## src/rtl/rxpoll_pkg.sv

```systemverilog
package rxpoll_pkg;

  typedef enum logic [2:0] {
    PH_IDLE  = 3'd0,
    PH_SLEEP = 3'd1,
    PH_PLL   = 3'd2,
    PH_SIG   = 3'd3,
    PH_CHK   = 3'd4,
    PH_RCV   = 3'd5
  } phase_e;

  typedef enum logic [1:0] {
    LD_SLEEP = 2'd0,
    LD_PLL   = 2'd1,
    LD_SIG   = 2'd2
  } ldsel_e;

  // PLL lock wait in half periods (798.5 basic periods)
  localparam int unsigned PLL_HALF = 1597;

  // signal-path settling wait in half periods, per baud range
  function automatic int unsigned sig_half(input logic [1:0] rng);
    case (rng)
      2'd0:    return 1764;
      2'd1:    return 996;
      2'd2:    return 612;
      default: return 420;
    endcase
  endfunction

  // sleep wait in half periods
  function automatic int unsigned sleep_half(input int unsigned field,
                                             input logic        ext,
                                             input int unsigned unit,
                                             input int unsigned mult);
    int unsigned f;
    f = ext ? mult : 1;
    return field * unit * f * 2;
  endfunction

  // counter width able to hold the longest load
  function automatic int unsigned ctr_width(input int unsigned sw,
                                            input int unsigned unit,
                                            input int unsigned mult);
    int unsigned mx;
    mx = ((1 << sw) - 1) * unit * mult * 2;
    if (mx < 1764) mx = 1764;
    return $clog2(mx + 1);
  endfunction

endpackage

```

## src/rtl/rxpoll_dursel.sv

```systemverilog
module rxpoll_dursel
  import rxpoll_pkg::*;
#(
  parameter int unsigned SLEEP_W     = 5,
  parameter int unsigned SLEEP_UNIT  = 1024,
  parameter int unsigned XSLEEP_MULT = 8,
  parameter int unsigned CW          = 20
) (
  input  ldsel_e              sel,
  input  logic [SLEEP_W-1:0]  sleep_fld,
  input  logic                xsleep,
  input  logic [1:0]          baud,
  output logic [CW-1:0]       load_val
);

  always_comb begin
    case (sel)
      LD_PLL:  load_val = CW'(PLL_HALF);
      LD_SIG:  load_val = CW'(sig_half(baud));
      default: load_val = CW'(sleep_half(int'(sleep_fld), xsleep,
                                         SLEEP_UNIT, XSLEEP_MULT));
    endcase
  end

endmodule

```

## src/rtl/rxpoll_timer.sv

```systemverilog
module rxpoll_timer #(
  parameter int unsigned CW = 20
) (
  input  logic          clk,
  input  logic          rst_n,
  input  logic          htick,
  input  logic          load,
  input  logic [CW-1:0] load_val,
  output logic [CW-1:0] cnt,
  output logic          expire
);

  always_ff @(posedge clk or negedge rst_n) begin
    if (!rst_n)                      cnt <= '0;
    else if (load)                   cnt <= load_val;
    else if (htick && cnt != '0)     cnt <= cnt - 1'b1;
  end

  // done when empty, or when the last half period is being consumed
  assign expire = (cnt == '0) | (htick & (cnt == CW'(1)));

  assert_hold_R11: assert property (@(posedge clk) disable iff (!rst_n)
    (!load && !htick) |=> $stable(cnt));

  assert_step_R11: assert property (@(posedge clk) disable iff (!rst_n)
    (!load && htick && cnt != '0) |=> (cnt == $past(cnt) - 1'b1));

endmodule

```

## src/rtl/rxpoll_fsm.sv

```systemverilog
module rxpoll_fsm
  import rxpoll_pkg::*;
(
  input  logic   clk,
  input  logic   rst_n,
  input  logic   cs_n,
  input  logic   sleep_nz,
  input  logic   cfg_cont,
  input  logic   chk_valid,
  input  logic   chk_pass,
  input  logic   idle_req,
  input  logic   expire,
  output phase_e st,
  output logic   load,
  output ldsel_e ld_sel,
  output logic   vsout,
  output logic   clkon,
  output logic   opm0,
  output logic   awake
);

  phase_e nxt;
  logic   chk_ok_ev;
  logic   chk_bad_ev;

  assign chk_ok_ev  = (st == PH_CHK) && chk_valid && chk_pass;
  assign chk_bad_ev = (st == PH_CHK) && chk_valid && !chk_pass;

  always_comb begin
    nxt    = st;
    load   = 1'b0;
    ld_sel = LD_SLEEP;
    if (idle_req) begin
      nxt = PH_IDLE;
    end else begin
      case (st)
        PH_IDLE: if (!cs_n) begin
          nxt = PH_SLEEP; load = 1'b1; ld_sel = LD_SLEEP;
        end
        PH_SLEEP: if (expire) begin
          if (cs_n) nxt = PH_IDLE;
          else begin nxt = PH_PLL; load = 1'b1; ld_sel = LD_PLL; end
        end
        PH_PLL: if (expire) begin
          nxt = PH_SIG; load = 1'b1; ld_sel = LD_SIG;
        end
        PH_SIG: if (expire) nxt = PH_CHK;
        PH_CHK: begin
          if (chk_ok_ev) nxt = PH_RCV;
          else if (chk_bad_ev && !opm0 && sleep_nz) begin
            nxt = PH_SLEEP; load = 1'b1; ld_sel = LD_SLEEP;
          end
        end
        PH_RCV:  nxt = PH_RCV;
        default: nxt = PH_IDLE;
      endcase
    end
  end

  always_ff @(posedge clk or negedge rst_n) begin
    if (!rst_n) st <= PH_IDLE;
    else        st <= nxt;
  end

  always_ff @(posedge clk or negedge rst_n) begin
    if (!rst_n) begin
      vsout <= 1'b0;
      clkon <= 1'b0;
      opm0  <= 1'b0;
    end else if (st == PH_IDLE || nxt == PH_IDLE) begin
      vsout <= 1'b0;
      clkon <= 1'b0;
      opm0  <= cfg_cont;
    end else if (chk_ok_ev) begin
      vsout <= 1'b1;
      clkon <= 1'b1;
      opm0  <= 1'b1;
    end
  end

  assign awake = (st != PH_IDLE) && (st != PH_SLEEP);

  assert_pass_R6: assert property (@(posedge clk) disable iff (!rst_n)
    (chk_ok_ev && !idle_req) |=> (st == PH_RCV && vsout && clkon && opm0));

  assert_back_R7: assert property (@(posedge clk) disable iff (!rst_n)
    (chk_bad_ev && !idle_req && !opm0 && sleep_nz) |=> (st == PH_SLEEP));

  assert_stay_R7: assert property (@(posedge clk) disable iff (!rst_n)
    (chk_bad_ev && !idle_req && (opm0 || !sleep_nz)) |=> (st == PH_CHK));

  assert_wake_R8: assert property (@(posedge clk) disable iff (!rst_n)
    (st == PH_SLEEP && expire && !idle_req)
      |=> (st == ($past(cs_n) ? PH_IDLE : PH_PLL)));

  assert_rcv_R9: assert property (@(posedge clk) disable iff (!rst_n)
    (st == PH_RCV && !idle_req) |=> (st == PH_RCV));

  assert_idle_R10: assert property (@(posedge clk) disable iff (!rst_n)
    idle_req |=> (st == PH_IDLE));

endmodule

```

## src/rtl/rxpoll_seq.sv

```systemverilog
module rxpoll_seq
  import rxpoll_pkg::*;
#(
  parameter int unsigned SLEEP_W     = 5,
  parameter int unsigned SLEEP_UNIT  = 1024,
  parameter int unsigned XSLEEP_MULT = 8
) (
  input  logic               clk,
  input  logic               rst_n,
  input  logic               htick,
  input  logic               cs_n,
  input  logic [SLEEP_W-1:0] cfg_sleep,
  input  logic               cfg_xsleep,
  input  logic [1:0]         cfg_baud,
  input  logic               cfg_cont,
  input  logic               chk_valid,
  input  logic               chk_pass,
  input  logic               idle_req,
  input  logic               rx_data,
  output logic [2:0]         phase_o,
  output logic               rx_active,
  output logic               pll_en,
  output logic               sig_en,
  output logic               ctl_vsout,
  output logic               ctl_clk,
  output logic               ctl_opm0,
  output logic               data_out
);

  localparam int unsigned CW = ctr_width(SLEEP_W, SLEEP_UNIT, XSLEEP_MULT);

  phase_e        st_w;
  logic          load_w;
  ldsel_e        sel_w;
  logic [CW-1:0] load_val_w;
  logic [CW-1:0] cnt_w;
  logic          expire_w;
  logic          awake_w;
  logic          sleep_nz_w;

  assign sleep_nz_w = |cfg_sleep;

  rxpoll_fsm u_fsm (
    .clk       (clk),
    .rst_n     (rst_n),
    .cs_n      (cs_n),
    .sleep_nz  (sleep_nz_w),
    .cfg_cont  (cfg_cont),
    .chk_valid (chk_valid),
    .chk_pass  (chk_pass),
    .idle_req  (idle_req),
    .expire    (expire_w),
    .st        (st_w),
    .load      (load_w),
    .ld_sel    (sel_w),
    .vsout     (ctl_vsout),
    .clkon     (ctl_clk),
    .opm0      (ctl_opm0),
    .awake     (awake_w)
  );

  rxpoll_dursel #(
    .SLEEP_W     (SLEEP_W),
    .SLEEP_UNIT  (SLEEP_UNIT),
    .XSLEEP_MULT (XSLEEP_MULT),
    .CW          (CW)
  ) u_dursel (
    .sel       (sel_w),
    .sleep_fld (cfg_sleep),
    .xsleep    (cfg_xsleep),
    .baud      (cfg_baud),
    .load_val  (load_val_w)
  );

  rxpoll_timer #(.CW(CW)) u_timer (
    .clk      (clk),
    .rst_n    (rst_n),
    .htick    (htick),
    .load     (load_w),
    .load_val (load_val_w),
    .cnt      (cnt_w),
    .expire   (expire_w)
  );

  assign phase_o   = st_w;
  assign rx_active = awake_w;
  assign pll_en    = awake_w;
  assign sig_en    = awake_w;
  assign data_out  = (st_w == PH_RCV) ? rx_data : 1'b0;

  assert_pll_load_R3: assert property (@(posedge clk) disable iff (!rst_n)
    (st_w == PH_PLL && $past(st_w) != PH_PLL) |-> (cnt_w == CW'(PLL_HALF)));

  assert_sig_entry_R1: assert property (@(posedge clk) disable iff (!rst_n)
    (st_w == PH_SIG && $past(st_w) != PH_SIG) |-> ($past(st_w) == PH_PLL));

  assert_en_R5: assert property (@(posedge clk) disable iff (!rst_n)
    $rose(pll_en) |-> (st_w == PH_PLL && $past(st_w) == PH_SLEEP));

endmodule

```

## config.mk

```make
export PLATFORM = sky130hd
export DESIGN_NAME = rxpoll_seq
export DESIGN_NICKNAME = d
export VERILOG_FILES = /design/src/rtl/rxpoll_pkg.sv /design/src/rtl/rxpoll_dursel.sv /design/src/rtl/rxpoll_timer.sv /design/src/rtl/rxpoll_fsm.sv /design/src/rtl/rxpoll_seq.sv
export SDC_FILE = /design/constraint.sdc
export NUM_CORES = 1
export LEC_CHECK = 0
export BUFFER_PORTS_ARGS = -buffer_cell sky130_fd_sc_hd__buf_2
export CORE_MARGIN = 10
export CORE_UTILIZATION = 38
export DETAILED_ROUTE_END_ITERATION = 10
export GPL_TIMING_DRIVEN = 0
export PLACE_DENSITY = 0.58
export RECOVER_POWER = 100
export SLEW_MARGIN = 0
export SYNTH_ARGS = -nofsm -noshare
export SYNTH_HDL_FRONTEND = slang
export SYNTH_HIERARCHICAL = 1
export SYNTH_SLANG_ARGS = --single-unit
```

## constraint.sdc

```tcl
create_clock -name clk -period 3.2 [get_ports clk]
set_clock_uncertainty 0.05 [all_clocks]
set_input_delay 0.16 -clock clk [delete_from_list [all_inputs] [get_ports clk]]
set_output_delay 0.16 -clock clk [all_outputs]
set_load 0.03 [all_outputs]
```

; ---- Word level (Yosys, flattened, before mapping)
; Cells that the tools add are included.
[totals]
reg_bits = 24
inputBits = 17
out_inout_bits = 10
word_cells = 68
[op_classes]
addsub = 1
multipliers = 1
eq_ne = 11
n_mux = 30
n_bitwise = 2
n_reduce_logical = 19
[op_table]
columns = operator, n
row1 = $mux W19, 2
row2 = $pmux W19 S2, 1
row3 = $pmux W11 S3, 1
row4 = $mul A5 B32 Y8, 1
row5 = $mux W3, 7
row6 = $eq A19 B1 Y1 const B, 1
row7 = $logic_not A19 Y1, 1
row8 = $reduce_bool A19 Y1, 1
row9 = $sub A19 B1 Y19 const B, 1
row10 = $pmux W3 S6, 1
row11 = $mux W1, 11
row12 = $mux W2, 4
row13 = $logic_and A1 B1 Y1, 7
row14 = $eq A3 B2 Y1 const B, 2
row15 = $eq A3 B3 Y1 const B, 2
row16 = $logic_not A3 Y1, 2
row17 = $reduce_or A5 Y1, 1
row18 = $eq A2 B1 Y1 const B, 2
row19 = $eq A2 B2 Y1 const B, 2
row20 = $mux W4, 1
row21 = $pmux W1 S4, 1
row22 = $pmux W2 S2, 1
row23 = $reduce_bool A2 Y1, 2
row24 = $eq A3 B1 Y1 const B, 1
row25 = other kinds (7), 8

; ---- Depth between registers and ports, before layout
[logic_depth]
word_depth = 12
mapped_depth = 13

; ---- By module
; Netlist, hierarchy kept.
[by_module_without_submodules]
columns = mod, n_inst, cells_each, area_per_inst_um2
row1 = rxpoll_timer, 1, 153, 1275.0
row2 = rxpoll_fsm, 1, 43, 405.4
row3 = rxpoll_dursel, 1, 44, 307.8
row4 = rxpoll_seq, 1, 6, 37.5

; ---- Worst setup path after synthesis
; No wires, ideal clock.
[synth_timing]
path_type = register to register
start = reg u_timer.cnt[7]
end = reg u_timer.cnt[0]
setup_ns = 0.151
arrival_ns = 3.211
t_required_ns = 2.999
slack_ns = -0.213
path_stages_with_launch = 12
path_buffers = 0
path_cell_list = dfrtp_1 -> nor4_1 -> nand3_1 -> nor3_1 -> and2_1 -> o21ai_1 -> and3_1 -> a211oi_1 -> clkinv_1 -> and3_1 -> a221oi_1 -> o311ai_0
[synth_lines]
columns = item, line_no
row1 = "start, declared", rxpoll_timer.sv:9  ; output logic [CW-1:0] cnt,
row2 = "start signal, assigned", rxpoll_timer.sv:15  ; else if (load) cnt <= load_val;
row3 = "start signal, assigned", rxpoll_timer.sv:16  ; else if (htick && cnt != '0) cnt <= cnt - 1'b1;
row4 = $eq A19 B1 Y1, rxpoll_timer.sv:20  ; assign expire = (cnt == '0) | (htick & (cnt == CW'(1)));
row5 = $and A1 B1 Y1, rxpoll_timer.sv:20
row6 = $or A1 B1 Y1 (*), rxpoll_timer.sv:20
row7 = named net expire_w, rxpoll_seq.sv:37  ; logic expire_w;
row8 = "$mux W1, on equally long branches", "rxpoll_fsm.sv:44, rxpoll_fsm.sv:40"
row9 = $pmux W1 S4 (*), rxpoll_fsm.sv:36  ; case (st)
row10 = $mux W1 (*), rxpoll_fsm.sv:33  ; if (idle_req) begin
row11 = named net load_w, rxpoll_seq.sv:33  ; logic load_w;
row12 = $mux W19 / $reduce_bool A2 Y1 (equally long branches), --
; The timed path passes the listed nets; every way through them passes the cells marked *.
; A chain may end at the register's enable or synchronous reset.

; ---- Worst setup path in the final report
[layout_timing]
start = reg u_timer.cnt[9]
end = reg u_timer.cnt[9]
[layout_via]
elab_chain_cells = 9
[layout_lines]
columns = item, line_no
row1 = $eq A19 B1 Y1, rxpoll_timer.sv:20
row2 = $and A1 B1 Y1, rxpoll_timer.sv:20
row3 = $or A1 B1 Y1 (*), rxpoll_timer.sv:20
row4 = named net expire_w, rxpoll_seq.sv:37
row5 = $mux W2 (*), rxpoll_fsm.sv:44  ; PH_PLL: if (expire) begin
row6 = $pmux W2 S2 (*), rxpoll_fsm.sv:36
row7 = $mux W2 (*), rxpoll_fsm.sv:33
row8 = named net sel_w[1], rxpoll_seq.sv:34  ; ldsel_e sel_w;
row9 = $eq A2 B2 Y1 / $eq A2 B1 Y1 (equally long branches), --
row10 = $pmux W19 S2 (*), rxpoll_dursel.sv:17  ; case (sel)
row11 = named net load_val_w[9], rxpoll_seq.sv:35  ; logic [CW-1:0] load_val_w;
row12 = $mux W19 (*), rxpoll_timer.sv:15
; The timed path passes the listed nets; every way through them passes the cells marked *. The select of a mux whose other input is x is not followed.

==> flow_summary_export.csv <==
group,metric,value,unit
setup_path,crit_path_end_kind,"register",
pwr,clockPowerShare,19.3,%
final_layout,layout.cells.non_filler,353,
detailed_routing,routed_wirelength,5.43,mm
pwr,switching_share,38.8,%
sta,rsz0062_at_grt,"false",
sta,slew_headroom,6.16,%
synth,synth_edf_count,0,
synth,yosysMostFrequentCell,"nor2_1",
clocking,path_clk_slew,0.09,ns
clocking,clock_path_buffers,2,
floorplan,rows,26,
clocking,cts_tree,"yes",
synth,synthArstFlopShare,100,%
global_route,grt_max_degree,25,
detailed_routing,drc,0,
clocking,root_buffer,"clkbuf_8",
synth,ys.flop_type,"dfrtp_1",
synth,synth_area_leaders,"dfrtp_1 30%, ha_1 4.9%, nor2_1 4.8%, nand2_1 3.9%, buf_4 3.0%",
sta,fmax,327,MHz
sta,fin_crit,3.06,ns
final_layout,post-route-cell-area,0.00241,mm^2
floorplan,core,0.00514,mm^2
synth,syn_area,0.00203,mm^2
detailed_routing,num_vias,1998,
sta,finalCritPeriodShare,95.6,%
global_route,grt_pass1_wl,8.96,mm
pwr,p_switching,0.377,mW
pwr,p_seq_share,47.5,%
synth,ys_top_cells_by_count,"26 x nor2_1, 24 x dfrtp_1, 21 x nand2_1",
placement,place_congestion,0.831,
detailed_routing,drtIter0Drc,155,
synth,yosys_warnings,6,
floorplan,initial_core_util,39.4,%
synth,syn_inst,246,
synth,syn_area_per_cell,8.23,um^2
final_layout,syn2layout_area_growth,19.0,%
synth,synth_top_area_cell,"dfrtp_1",
final_layout,nFillCells,542,
global_route,grt_overflow,0,
detailed_routing,first_pass_iters,4,
final_layout,diodes,0,
setup_path,path_max_fanout,7,
detailed_routing,avgViaCountPerCell,5.66,
min_path,hold_class,"primary input to register",
placement,dp.cells,342,
pwr,cellLeakagePower,0.995,nW
detailed_routing,wl_per_cell,15.4,um
clocking,clk-insertion-delay-late,0.27,ns
job,maxCapViolCount,0,
global_route,grt.total_usage,12.3,%
floorplan,die_h,93.0,um
synth,synthDistinctLibCells,65,
final_layout,drive_above_1_share,22.6,%
setup_path,critPathRequiredTime,3.36,ns
sta,setup_viol,0,
clocking,numCtsBuffers,3,
detailed_routing,ant_nets,0,
pwr,peakVddDrop,0.000188,V
run_status,status,"complete, no violations",
pwr,combPwrFrac,33.3,%
sta,slew_violations,0,
clocking,clock_sinks,24,
setup_path,cp-start-kind,"register",
floorplan,pin_count,27,
pwr,cellInternalPower,0.593,mW
sta,hold_viol_final,0,
pwr,p_per_area,402,mW/mm^2
floorplan,die-area,0.00865,mm^2
global_route,antenna_found_initial,0,
sta,tightest_slew,1.41,ns
placement,place_area,0.00225,mm^2
clocking,h-tree-depth,1,
floorplan,die_w,93.0,um
synth,synth.top_cell.area_share,29.6,%
setup_path,crit_arrival,3.22,ns
synth,ys_seq_area_share,29.6,%
global_route,grt_pass1_vias,1814,
setup_path,critical_path_class,"register to register",
synth,synth_seq_cells,24,
placement,dp_hpwl,4.06,mm
final_layout,fin_nets,310,
placement,portBuffers,25,
[cell families (layout without fill, tap and decap cells)]
group           Yosys count  in the layout  synth area share [%]
buf+inv                  28             64                  7.54
fa+ha+maj                 8              8                  4.94
other cells               1              2                 0.185
compound gates           58             58                  20.2
mux                       5              5                  2.78
xor+xnor                  1              1                 0.432
flops                    24             24                  29.6
simple gates            121            121                  34.3
[stage by stage]
| step | hold slack (ns) | worst slack (ns) | util (%) | TNS [ns] | total power, mW |
|---|---|---|---|---|---|
| after global placement | 0.163 | -1.00 | 43.8 | -12.32 | 0.741 |
| after detailed placement | 0.158 | -1.03 | 43.8 | -12.59 | 0.745 |
| after global routing | 0.0592 | 0.00507 | 46.9 | 0 | 1.04 |
| after floorplan | -0.186 | 0.0685 | - | 0 | 0.653 |
| after CTS | 0.0610 | 0.00792 | 46.2 | 0 | 0.959 |
| final | 0.0646 | 0.142 | 46.9 | 0 | 0.970 |
[critical path, stage by stage, from the launching register on]
cell,delay (ns)
dfrtp_1,0.45
nor4_4,0.43
nand3_2,0.19
nor3_4,0.29
buf_4,0.17
nand3b_1,0.08
nor3_1,0.22
ha_1,0.37
nand2b_4,0.19
a21oi_1,0.20
a21o_1,0.10
nand2b_1,0.12
o31a_1,0.14
[sequential cells by signal (all words and copies together) (netlist names)]
| name | flops |
|---|---|
| u_timer/cnt | 19 |
| u_fsm/opm0 | 1 |
| u_fsm/st | 3 |
| u_fsm/clkon | 1 |
[routing by layer]
| metal | global-route usage (%) | up-vias | wire length, um |
|---|---|---|---|
| met3 | 2.64 | 2 | 256 |
| met5 | 0 | - | 0 |
| met1 | 17.6 | 964 | 2690 |
| met2 | 18.5 | 41 | 2460 |
| li1 | - | 991 | - |
| met4 | 2.57 | 0 | 29 |
[repair_timing]
action,4_1_cts,5_1_grt
endpoints found under the hold margin,24,0
setup endpoints to repair,19,15
pin swaps,1,3
gates resized for setup,9,7
hold buffers,1,0
setup buffers,3,4
[final cells by class]
type / count / area (um^2) / area share, %
Clock buffer: 3 / 41.3 / 1.71
Multi-Input combinational cell: 195 / 1350 / 56.0
Sequential cell: 24 / 601 / 24.9
Timing Repair Buffer: 33 / 175 / 7.27
Tap cell: 70 / 87.6 / 3.63
Buffer: 17 / 110 / 4.57
Inverter: 11 / 46.3 / 1.92
[path summary, 6_finish.rpt]
| check | cells past startpoint | startpoint | slack, ns | end |
|---|---|---|---|---|
| min | 2 | cfg_cont | 0.06 | u_fsm/opm0 |
| max | 12 | u_timer/cnt[9] | 0.14 | u_timer/cnt[9] |
| min in group asynchronous | 2 | rst_n | 0.69 | u_timer/cnt[4] |
| min reg2reg | 2 | u_fsm/clkon | 0.53 | u_fsm/clkon |
| max reg2reg | 12 | u_timer/cnt[9] | 0.14 | u_timer/cnt[9] |
| max in group asynchronous | 2 | rst_n | 1.58 | u_timer/cnt[16] |
[power by group through the flow]
stage | clock (mW) | combinational, mW | sequential (mW)
6_report | 0.187 | 0.323 | 0.460
5_1_grt | 0.201 | 0.363 | 0.471
4_1_cts | 0.194 | 0.314 | 0.451
3_5_place_dp | 0 | 0.298 | 0.447
3_3_place_gp | 0 | 0.295 | 0.446
2_1_floorplan | 0 | 0.225 | 0.428
[cells in the final DEF (no fill, tap or decap), types with 4 or more instances in the layout]
cell type and count:
a21oi_1 10, a2bb2oi_1 4, a31oi_1 7, and2_1 5, buf_2 16, buf_4 14
clkbuf_1 14, dfrtp_1 24, ha_1 8, inv_1 10, nand2_1 21, nand3_1 5
nor2_1 25, nor3_1 8, o21ai_0 11, or3_1 4, or4_1 8
Power figures use the tool's default switching activity.
